$ cat config.mk
export PLATFORM = sky130hd
export DESIGN_NAME = vcr_router
export DESIGN_NICKNAME = d
export VERILOG_FILES = /design/src/rtl/vcr_pkg.sv /design/src/rtl/vcr_rr_arb.sv /design/src/rtl/vcr_vc_fifo.sv /design/src/rtl/vcr_router.sv
export SDC_FILE = /design/constraint.sdc
export NUM_CORES = 2
export LEC_CHECK = 0
export BUFFER_PORTS_ARGS = -buffer_cell sky130_fd_sc_hd__buf_4
export CORE_AREA = 5 5 489 371
export CTS_CLUSTER_SIZE = 14
export DETAILED_ROUTE_END_ITERATION = 10
export DIE_AREA = 0 0 494 376
export HOLD_SLACK_MARGIN = 0.03
export RECOVER_POWER = 100
export SLEW_MARGIN = 20
export SYNTH_ARGS = -nofsm -noshare
export SYNTH_HDL_FRONTEND = slang
export SYNTH_HIERARCHICAL = 1
export SYNTH_SLANG_ARGS = --single-unit
$ cat constraint.sdc
create_clock -name clk -period 7.7 [get_ports clk]
set_input_delay 0 -clock clk [delete_from_list [all_inputs] [get_ports clk]]
set_output_delay 0 -clock clk [all_outputs]
set_load 0.01 [all_outputs]
$ cat src/rtl/vcr_pkg.sv
package vcr_pkg;
  localparam int NP      = 5;  // local, east, west, north, south
  localparam int PW      = 3;
  localparam int P_LOCAL = 0;
  localparam int P_EAST  = 1;
  localparam int P_WEST  = 2;
  localparam int P_NORTH = 3;
  localparam int P_SOUTH = 4;
  localparam int FT_HEAD = 0;
  localparam int FT_TAIL = 1;
endpackage

$ cat src/rtl/vcr_rr_arb.sv
module vcr_rr_arb #(
  parameter int N = 4,
  localparam int IW = (N > 1) ? $clog2(N) : 1
) (
  input  logic          clk,
  input  logic          rst,
  input  logic [N-1:0]  req,
  input  logic          adv,
  output logic [IW-1:0] win
);
  logic [IW-1:0] ptr;
  logic          hit;

  always_comb begin
    win = '0;
    hit = 1'b0;
    for (int k = 0; k < N; k++) begin
      if (!hit && req[(int'(ptr) + k) % N]) begin
        win = IW'((int'(ptr) + k) % N);
        hit = 1'b1;
      end
    end
  end

  always_ff @(posedge clk) begin
    if (rst) ptr <= '0;
    else if (adv && |req) ptr <= (int'(win) == N - 1) ? '0 : win + 1'b1;
  end

  // the rotating pointer never leaves the requester range
  p_ptr_range_r7: assert property (@(posedge clk) disable iff (rst) int'(ptr) < N);
endmodule

$ cat src/rtl/vcr_vc_fifo.sv
module vcr_vc_fifo #(
  parameter int W     = 18,
  parameter int DEPTH = 4,
  localparam int AW   = (DEPTH > 1) ? $clog2(DEPTH) : 1
) (
  input  logic         clk,
  input  logic         rst,
  input  logic         wr,
  input  logic [W-1:0] wdata,
  input  logic         rd,
  output logic [W-1:0] rdata,
  output logic         empty
);
  logic [W-1:0]  mem [DEPTH];
  logic [AW-1:0] wptr, rptr;
  logic [AW:0]   count;

  always_ff @(posedge clk) begin
    if (wr) mem[wptr] <= wdata;
  end

  always_ff @(posedge clk) begin
    if (rst) begin
      wptr  <= '0;
      rptr  <= '0;
      count <= '0;
    end else begin
      if (wr) wptr <= (int'(wptr) == DEPTH - 1) ? '0 : wptr + 1'b1;
      if (rd) rptr <= (int'(rptr) == DEPTH - 1) ? '0 : rptr + 1'b1;
      count <= count + (AW+1)'(wr) - (AW+1)'(rd);
    end
  end

  assign rdata = mem[rptr];
  assign empty = (count == '0);

  // upstream credit discipline keeps the buffer from overflowing
  p_no_overflow_r3: assert property (@(posedge clk) disable iff (rst)
    wr |-> (int'(count) < DEPTH) || rd);
  p_no_underflow_r3: assert property (@(posedge clk) disable iff (rst)
    rd |-> !empty);
endmodule

$ cat src/rtl/vcr_router.sv
module vcr_router import vcr_pkg::*; #(
  parameter int NUM_VC    = 2,
  parameter int BUF_DEPTH = 4,
  parameter int DATA_W    = 16,
  parameter int COORD_W   = 2,
  parameter int CREDITS   = 4,
  parameter int MY_X      = 1,
  parameter int MY_Y      = 1,
  localparam int VCW  = (NUM_VC > 1) ? $clog2(NUM_VC) : 1,
  localparam int NIVC = NP * NUM_VC
) (
  input  logic                 clk,
  input  logic                 rst,
  input  logic [NP-1:0]        in_valid,
  input  logic [NP*VCW-1:0]    in_vc,
  input  logic [NP*2-1:0]      in_type,
  input  logic [NP*DATA_W-1:0] in_data,
  output logic [NIVC-1:0]      in_credit_ret,
  output logic [NP-1:0]        out_valid,
  output logic [NP*VCW-1:0]    out_vc,
  output logic [NP*2-1:0]      out_type,
  output logic [NP*DATA_W-1:0] out_data,
  input  logic [NIVC-1:0]      out_credit_in
);
  localparam int FW  = DATA_W + 2;
  localparam int XW  = FW + VCW;
  localparam int CW  = $clog2(CREDITS + 1);
  localparam int IVW = $clog2(NIVC);

  function automatic logic [PW-1:0] xy_route(input logic [2*COORD_W-1:0] d);
    logic [COORD_W-1:0] dx, dy;
    dx = d[COORD_W-1:0];
    dy = d[2*COORD_W-1:COORD_W];
    if (dx > COORD_W'(MY_X))      return PW'(P_EAST);
    else if (dx < COORD_W'(MY_X)) return PW'(P_WEST);
    else if (dy > COORD_W'(MY_Y)) return PW'(P_NORTH);
    else if (dy < COORD_W'(MY_Y)) return PW'(P_SOUTH);
    return PW'(P_LOCAL);
  endfunction

  logic [FW-1:0]     front   [NIVC];
  logic [NIVC-1:0]   vc_empty, deq, vc_act, va_win;
  logic [PW-1:0]     rt_comb [NIVC];
  logic [PW-1:0]     rt_reg  [NIVC];
  logic [VCW-1:0]    ovc_reg [NIVC];
  logic [NUM_VC-1:0] ovc_busy [NP];
  logic [NUM_VC-1:0] va_set   [NP];
  logic [NUM_VC-1:0] busy_clr [NP];
  logic [NUM_VC-1:0] cdec     [NP];
  logic [CW-1:0]     cred     [NP][NUM_VC];
  logic [NIVC-1:0]   va_req   [NP];
  logic [IVW-1:0]    va_idx   [NP];
  logic [VCW-1:0]    va_pick  [NP];
  logic [NUM_VC-1:0] sa_ireq  [NP];
  logic [VCW-1:0]    vsel     [NP];
  logic [PW-1:0]     ip_out   [NP];
  logic [NP-1:0]     ip_has, sa_win_in, xsel_v;
  logic [NP-1:0]     sa_oreq  [NP];
  logic [NP-1:0]     sa_ogn   [NP];
  logic [NP-1:0]     col      [NP];
  logic [PW-1:0]     oidx     [NP];
  logic [PW-1:0]     xsel     [NP];
  logic [XW-1:0]     xdata    [NP];

  // Input VC buffers and the combinational route of each front flit
  for (genvar p = 0; p < NP; p++) begin : g_port
    for (genvar v = 0; v < NUM_VC; v++) begin : g_vc
      localparam int I = p * NUM_VC + v;
      vcr_vc_fifo #(.W(FW), .DEPTH(BUF_DEPTH)) u_fifo (
        .clk   (clk),
        .rst   (rst),
        .wr    (in_valid[p] && (in_vc[p*VCW +: VCW] == VCW'(v))),
        .wdata ({in_type[p*2 +: 2], in_data[p*DATA_W +: DATA_W]}),
        .rd    (deq[I]),
        .rdata (front[I]),
        .empty (vc_empty[I])
      );
      assign rt_comb[I] = xy_route(front[I][2*COORD_W-1:0]);
    end
    vcr_rr_arb #(.N(NUM_VC)) u_sa_in (
      .clk(clk), .rst(rst), .req(sa_ireq[p]), .adv(sa_win_in[p]), .win(vsel[p]));
  end

  for (genvar o = 0; o < NP; o++) begin : g_out
    vcr_rr_arb #(.N(NIVC)) u_va (
      .clk(clk), .rst(rst), .req(va_req[o]), .adv(1'b1), .win(va_idx[o]));
    vcr_rr_arb #(.N(NP)) u_sa_out (
      .clk(clk), .rst(rst), .req(sa_oreq[o]), .adv(1'b1), .win(oidx[o]));
  end

  // Stage 1: route bypasses straight into VC allocation
  always_comb begin
    for (int o = 0; o < NP; o++) begin
      va_pick[o] = '0;
      for (int w = NUM_VC - 1; w >= 0; w--)
        if (!ovc_busy[o][w]) va_pick[o] = VCW'(w);
      for (int i = 0; i < NIVC; i++)
        va_req[o][i] = !vc_act[i] && !vc_empty[i] && front[i][DATA_W+FT_HEAD]
                       && (rt_comb[i] == PW'(o)) && !(&ovc_busy[o]);
    end
  end

  always_comb begin
    va_win = '0;
    for (int o = 0; o < NP; o++) begin
      va_set[o] = '0;
      if (|va_req[o]) va_set[o][va_pick[o]] = 1'b1;
      for (int i = 0; i < NIVC; i++)
        if (|va_req[o] && va_idx[o] == IVW'(i)) va_win[i] = 1'b1;
    end
  end

  // Stage 2: switch requests from registered allocation state only
  always_comb begin
    for (int p = 0; p < NP; p++) begin
      for (int v = 0; v < NUM_VC; v++)
        sa_ireq[p][v] = vc_act[p*NUM_VC+v] && !vc_empty[p*NUM_VC+v]
                        && (cred[rt_reg[p*NUM_VC+v]][ovc_reg[p*NUM_VC+v]] != '0);
      ip_has[p] = |sa_ireq[p];
      ip_out[p] = rt_reg[p*NUM_VC + int'(vsel[p])];
    end
    for (int o = 0; o < NP; o++)
      for (int p = 0; p < NP; p++)
        sa_oreq[o][p] = ip_has[p] && (ip_out[p] == PW'(o));
  end

  always_comb begin
    sa_win_in = '0;
    for (int o = 0; o < NP; o++) begin
      cdec[o] = '0;
      busy_clr[o] = '0;
      for (int p = 0; p < NP; p++) begin
        sa_ogn[o][p] = |sa_oreq[o] && (oidx[o] == PW'(p));
        col[p][o]    = sa_ogn[o][p];
        if (sa_ogn[o][p]) sa_win_in[p] = 1'b1;
      end
    end
    for (int i = 0; i < NIVC; i++) begin
      deq[i] = sa_win_in[i/NUM_VC] && (vsel[i/NUM_VC] == VCW'(i % NUM_VC));
      if (deq[i]) begin
        cdec[rt_reg[i]][ovc_reg[i]] = 1'b1;
        if (front[i][DATA_W+FT_TAIL]) busy_clr[rt_reg[i]][ovc_reg[i]] = 1'b1;
      end
    end
  end

  // Control state with reset
  always_ff @(posedge clk) begin
    if (rst) begin
      vc_act        <= '0;
      xsel_v        <= '0;
      in_credit_ret <= '0;
      for (int o = 0; o < NP; o++) begin
        ovc_busy[o] <= '0;
        for (int w = 0; w < NUM_VC; w++) cred[o][w] <= CW'(CREDITS);
      end
    end else begin
      in_credit_ret <= deq;
      for (int o = 0; o < NP; o++) begin
        xsel_v[o]   <= |sa_oreq[o];
        ovc_busy[o] <= (ovc_busy[o] | va_set[o]) & ~busy_clr[o];
        for (int w = 0; w < NUM_VC; w++)
          cred[o][w] <= cred[o][w] + CW'(out_credit_in[o*NUM_VC+w]) - CW'(cdec[o][w]);
      end
      for (int i = 0; i < NIVC; i++) begin
        if (va_win[i]) vc_act[i] <= 1'b1;
        else if (deq[i] && front[i][DATA_W+FT_TAIL]) vc_act[i] <= 1'b0;
      end
    end
  end

  // Data-path registers: allocation results, crossbar input and selects
  always_ff @(posedge clk) begin
    for (int i = 0; i < NIVC; i++) begin
      if (va_win[i]) begin
        rt_reg[i]  <= rt_comb[i];
        ovc_reg[i] <= va_pick[rt_comb[i]];
      end
    end
    for (int p = 0; p < NP; p++) begin
      if (sa_win_in[p])
        xdata[p] <= {front[p*NUM_VC+int'(vsel[p])][DATA_W +: 2],
                     ovc_reg[p*NUM_VC+int'(vsel[p])],
                     front[p*NUM_VC+int'(vsel[p])][DATA_W-1:0]};
    end
    for (int o = 0; o < NP; o++) xsel[o] <= oidx[o];
  end

  // Stage 3: crossbar traversal
  always_comb begin
    out_valid = xsel_v;
    for (int o = 0; o < NP; o++)
      {out_type[o*2 +: 2], out_vc[o*VCW +: VCW], out_data[o*DATA_W +: DATA_W]} = xdata[xsel[o]];
  end

  for (genvar o = 0; o < NP; o++) begin : g_chk_out
    // a switch request at an output becomes a valid flit on the next cycle
    p_sa_to_out_r2: assert property (@(posedge clk) disable iff (rst)
      |sa_oreq[o] |=> out_valid[o]);
    for (genvar w = 0; w < NUM_VC; w++) begin : g_chk_vc
      p_credit_max_r6: assert property (@(posedge clk) disable iff (rst)
        cred[o][w] <= CW'(CREDITS));
      p_send_needs_credit_r6: assert property (@(posedge clk) disable iff (rst)
        cdec[o][w] |-> cred[o][w] != '0);
      p_alloc_free_vc_r5: assert property (@(posedge clk) disable iff (rst)
        va_set[o][w] |-> !ovc_busy[o][w]);
      p_send_locked_r5: assert property (@(posedge clk) disable iff (rst)
        cdec[o][w] |-> ovc_busy[o][w]);
    end
  end

  for (genvar p = 0; p < NP; p++) begin : g_chk_in
    p_one_out_per_input_r7: assert property (@(posedge clk) disable iff (rst)
      $onehot0(col[p]));
  end
endmodule

==> results.json <==
{
  "status": "finished with violations",
  "violations": "max-capacitance violations, max-slew violations",
  "clock_skew_ns": 0.0860,
  "pre_cts_ws_ns": 0.0313,
  "drt_iter0_drc": 7009,
  "intPower_mw": 15.4,
  "period_needed_ns": 7.65,
  "area_growth_pct": 14.6,
  "critical-path-top-delay-family": "simple AND/OR/NAND/NOR gates",
  "async_flop_share": 0,
  "clock_latency_ns": 0.79,
  "synth.area.top_cells": "edfxtp_1, mux4_2, ha_1",
  "setup_ws_ns": 0.0546,
  "track_usage": 0.274,
  "ys.flop_type": "edfxtp_1",
  "clockBufferDepth": 3,
  "timing.final.crit_share": 0.993,
  "relSlewSlack": -0.766,
  "antenna_found_initial": 14,
  "dp_hpwl_mm": 199,
  "cts_made_buffers": 107,
  "regMostFlops": "g_port.g_vc.u_fifo/mem",
  "ir_drop_v": 0.000296,
  "post_route_cells_drive_above_1_share": 0.190,
  "drt-total-wl_mm": 265,
  "critPathMaxFanout": 10,
  "cts.clk_slew.worst_paths_ns": 0.07,
  "netSwitchingPower_mw": 12.0,
  "largest_reg_flops": 720,
  "cts_tree": "done",
  "crit_required_ns": 8.11,
  "tightest_slew_ns": 2.65,
  "syn_area_sq_mm": 0.0769,
  "finalSetupViolCount": 0,
  "die_area_sq_mm": 0.186,
  "vias_per_cell": 6.25,
  "path_class": "reg2reg",
  "slew_violations": 652,
  "pwr-share-clk": 0.192,
  "cp_cell_sequence": "mux4_2 > nor2b_1 > nor3b_1 > and3_1 > mux2i_2 > a2111oi_0 > a32oi_1 > o22ai_1 > a221oi_1 > o31a_1 > and2_4 > nand4_4 > a211oi_2 > a222oi_1 > buf_4 > or2_2 > inv_1 > and3_1 > a21oi_1 > o211ai_1 > nor2_1 > inv_1",
  "synth_top_area_share": 0.334,
  "synth_seq_cells": 1065,
  "vias": 63000,
  "slowest_stage": "nor3b_1",
  "grt_overflow": 0,
  "pin_count": 222,
  "cp-start-kind": "flop",
  "largestRegisters": "g_port.g_vc.u_fifo/mem (720), xdata (95)",
  "final_nets": 8105,
  "fmax_mhz": 131,
  "hold_class": "in2reg",
  "grt_pass1_vias": 58100,
  "yosysTopAreaCell": "edfxtp_1",
  "endpoint_kind": "flop",
  "fp.dieH_um": 376,
  "synth_edf_count": 855,
  "core_sq_mm": 0.176,
  "p_total_mw": 27.4,
  "root_buffer": "clkbuf_16",
  "wl_per_cell_um": 26.3,
  "power_density_mw_per_mm2": 311,
  "numClockSinks": 1065,
  "grt_pass1_wl_mm": 387,
  "p_seq_frac": 0.267,
  "drcViolationCount": 0,
  "final_hold_viol_count": 0,
  "gp_congestion": 1.02,
  "portBuffers": 221,
  "first_pass_iters": 8,
  "start_util": 0.436,
  "worstPathArrival_ns": 8.06,
  "synth_cell_type_count": 129,
  "swShare": 0.440,
  "die_x_um": 494,
  "synthCells": 7013,
  "cp_num_buf_inv": 3,
  "power_frac_comb": 0.540,
  "grt_max_degree": 92,
  "synth_warnings": 6,
  "ys_seq_area_frac": 0.389,
  "maxCapViolCount": 33,
  "h-tree-depth": 3,
  "syn_avg_cell_area_sq_um": 11.0,
  "crit_path_max_incr_delay_ns": 0.91,
  "num_rows": 134,
  "ant_nets": 0,
  "p_leak_nw": 31.4
}
## logic make-up after synthesis
| logic type | synth area share |
|---|---|
| AND/OR/NAND/NOR | 0.156 |
| buffers and inverters | 0.0407 |
| flip-flops | 0.389 |
| XOR/XNOR | 0.0253 |
| other | 0.0000488 |
| multiplexers | 0.160 |
| adder cells (fa/ha/maj) | 0.0693 |
| AO/OA/AOI/OAI | 0.160 |
## cell usage after synthesis (32+ instances only)
library cell	number
a2bb2oi_1	32
inv_1	292
nor4_1	57
o22ai_1	138
or3_1	98
a211oi_1	82
nand3b_1	60
and2_1	81
nand2_1	372
buf_1	32
nor3_1	171
mux4_2	232
ha_1	370
mux2i_1	196
xnor2_1	120
a31oi_1	80
o31ai_1	33
a22oi_1	36
dfxtp_1	210
nand4_1	41
and3_1	65
buf_2	105
nor3b_1	60
or2_2	37
mux4_1	80
o211ai_1	61
a21o_1	74
o21a_1	46
o21ai_0	229
nor2b_1	134
clkbuf_1	154
mux2_2	249
nor2_1	523
inv_2	33
edfxtp_1	855
a21oi_1	310
nand2b_1	159
o21ai_1	35
nand3_1	136
## final timing paths
path	start	end	slack (ns)	depth (start not counted)
min	out_credit_in[3]	cred[1][0]	0.17	4
min reg2reg	g_port[4].g_vc[1].u_fifo/rptr[0]	g_port[4].g_vc[1].u_fifo/rptr[0]	0.52	2
max	flop	rt_reg[4][2]	0.05	22
max reg2reg	flop	rt_reg[4][2]	0.05	22
## power groups by stage
stage,Sequential (mW),Clock (mW),Combinational (mW)
finish,7.33,5.26,14.8
global route,7.38,5.61,15.7
CTS,7.32,5.37,14.5
detailed placement,7.44,0,14.4
global placement,7.44,0,14.2
floorplan,7.13,0,9.46
## cell usage in the layout, fill, tap and decap left out, types with 41 or more instances in the layout
cell | synthesis | routed
nor2b_1 | 134 | 134
nand4_1 | 41 | 41
nand3_1 | 136 | 134
clkbuf_16 | 0 | 107
xnor2_1 | 120 | 119
edfxtp_1 | 855 | 855
a21o_1 | 74 | 74
inv_1 | 292 | 289
nor3b_1 | 60 | 60
clkbuf_4 | 0 | 62
o21a_1 | 46 | 46
o211ai_1 | 61 | 61
nand3b_1 | 60 | 60
a211oi_1 | 82 | 80
clkbuf_1 | 154 | 142
mux2_2 | 249 | 179
o21ai_0 | 229 | 228
and2_1 | 81 | 42
nor3_1 | 171 | 169
or3_1 | 98 | 94
mux2_1 | 5 | 75
buf_4 | 29 | 438
a21oi_1 | 310 | 307
nand2_1 | 372 | 372
mux4_1 | 80 | 80
mux4_2 | 232 | 232
dfxtp_1 | 210 | 209
nor2_1 | 523 | 522
mux2i_1 | 196 | 195
ha_1 | 370 | 370
and3_1 | 65 | 62
nand2b_1 | 159 | 156
dlygate4sd3_1 | 0 | 192
o22ai_1 | 138 | 138
a31oi_1 | 80 | 79
nor4_1 | 57 | 57
## what timing repair did
item	4_1_cts	5_1_grt
pin swaps	0	13
resized for setup	1	57
hold endpoints to repair	830	0
hold buffers	192	0
setup buffers	0	29
cloned	0	2
setup endpoints to repair	4	40
## worst register-to-register path, cell delays in order, from the launching register on
cell	delay, ns
dfxtp_1	0.56
mux4_2	0.68
nor2b_1	0.23
nor3b_1	0.91
and3_1	0.62
mux2i_2	0.30
a2111oi_0	0.47
a32oi_1	0.10
o22ai_1	0.25
a221oi_1	0.15
o31a_1	0.43
and2_4	0.19
nand4_4	0.16
a211oi_2	0.07
a222oi_1	0.61
buf_4	0.22
or2_2	0.14
inv_1	0.07
and3_1	0.18
a21oi_1	0.17
o211ai_1	0.12
nor2_1	0.39
inv_1	0.27
## stage by stage
stage	cell area, sq um	util	std cells	hold WS [ns]	TNS [ns]
after floorplan	76900	-	7022	0.0624	0
after global placement	82600	0.468	9642	0.232	0
after detailed placement	82600	0.468	9644	0.238	0
after CTS	88100	0.499	10000	0.0303	0
after global routing	88100	0.500	10100	0.178	-0.0683
final	88100	0.500	10100	0.165	0
## layer usage
layer  part of all wire  GRT usage
met1               0.45      0.407
met2               0.42      0.399
met3              0.084     0.0477
met4              0.045     0.0993
met5            0.00019          0
## final cells by class
type,count,area (sq um)
Clock inverter,57,637
Timing Repair Buffer,819,6300
Multi-Input combinational cell,5280,44200
Antenna cell,11,27.5
Inverter,325,1220
Sequential cell,1065,29900
Tap cell,2380,2980
Fill cell,15900,88200
Clock buffer,142,2880
No activity file was read; power rests on OpenSTA's default activity.
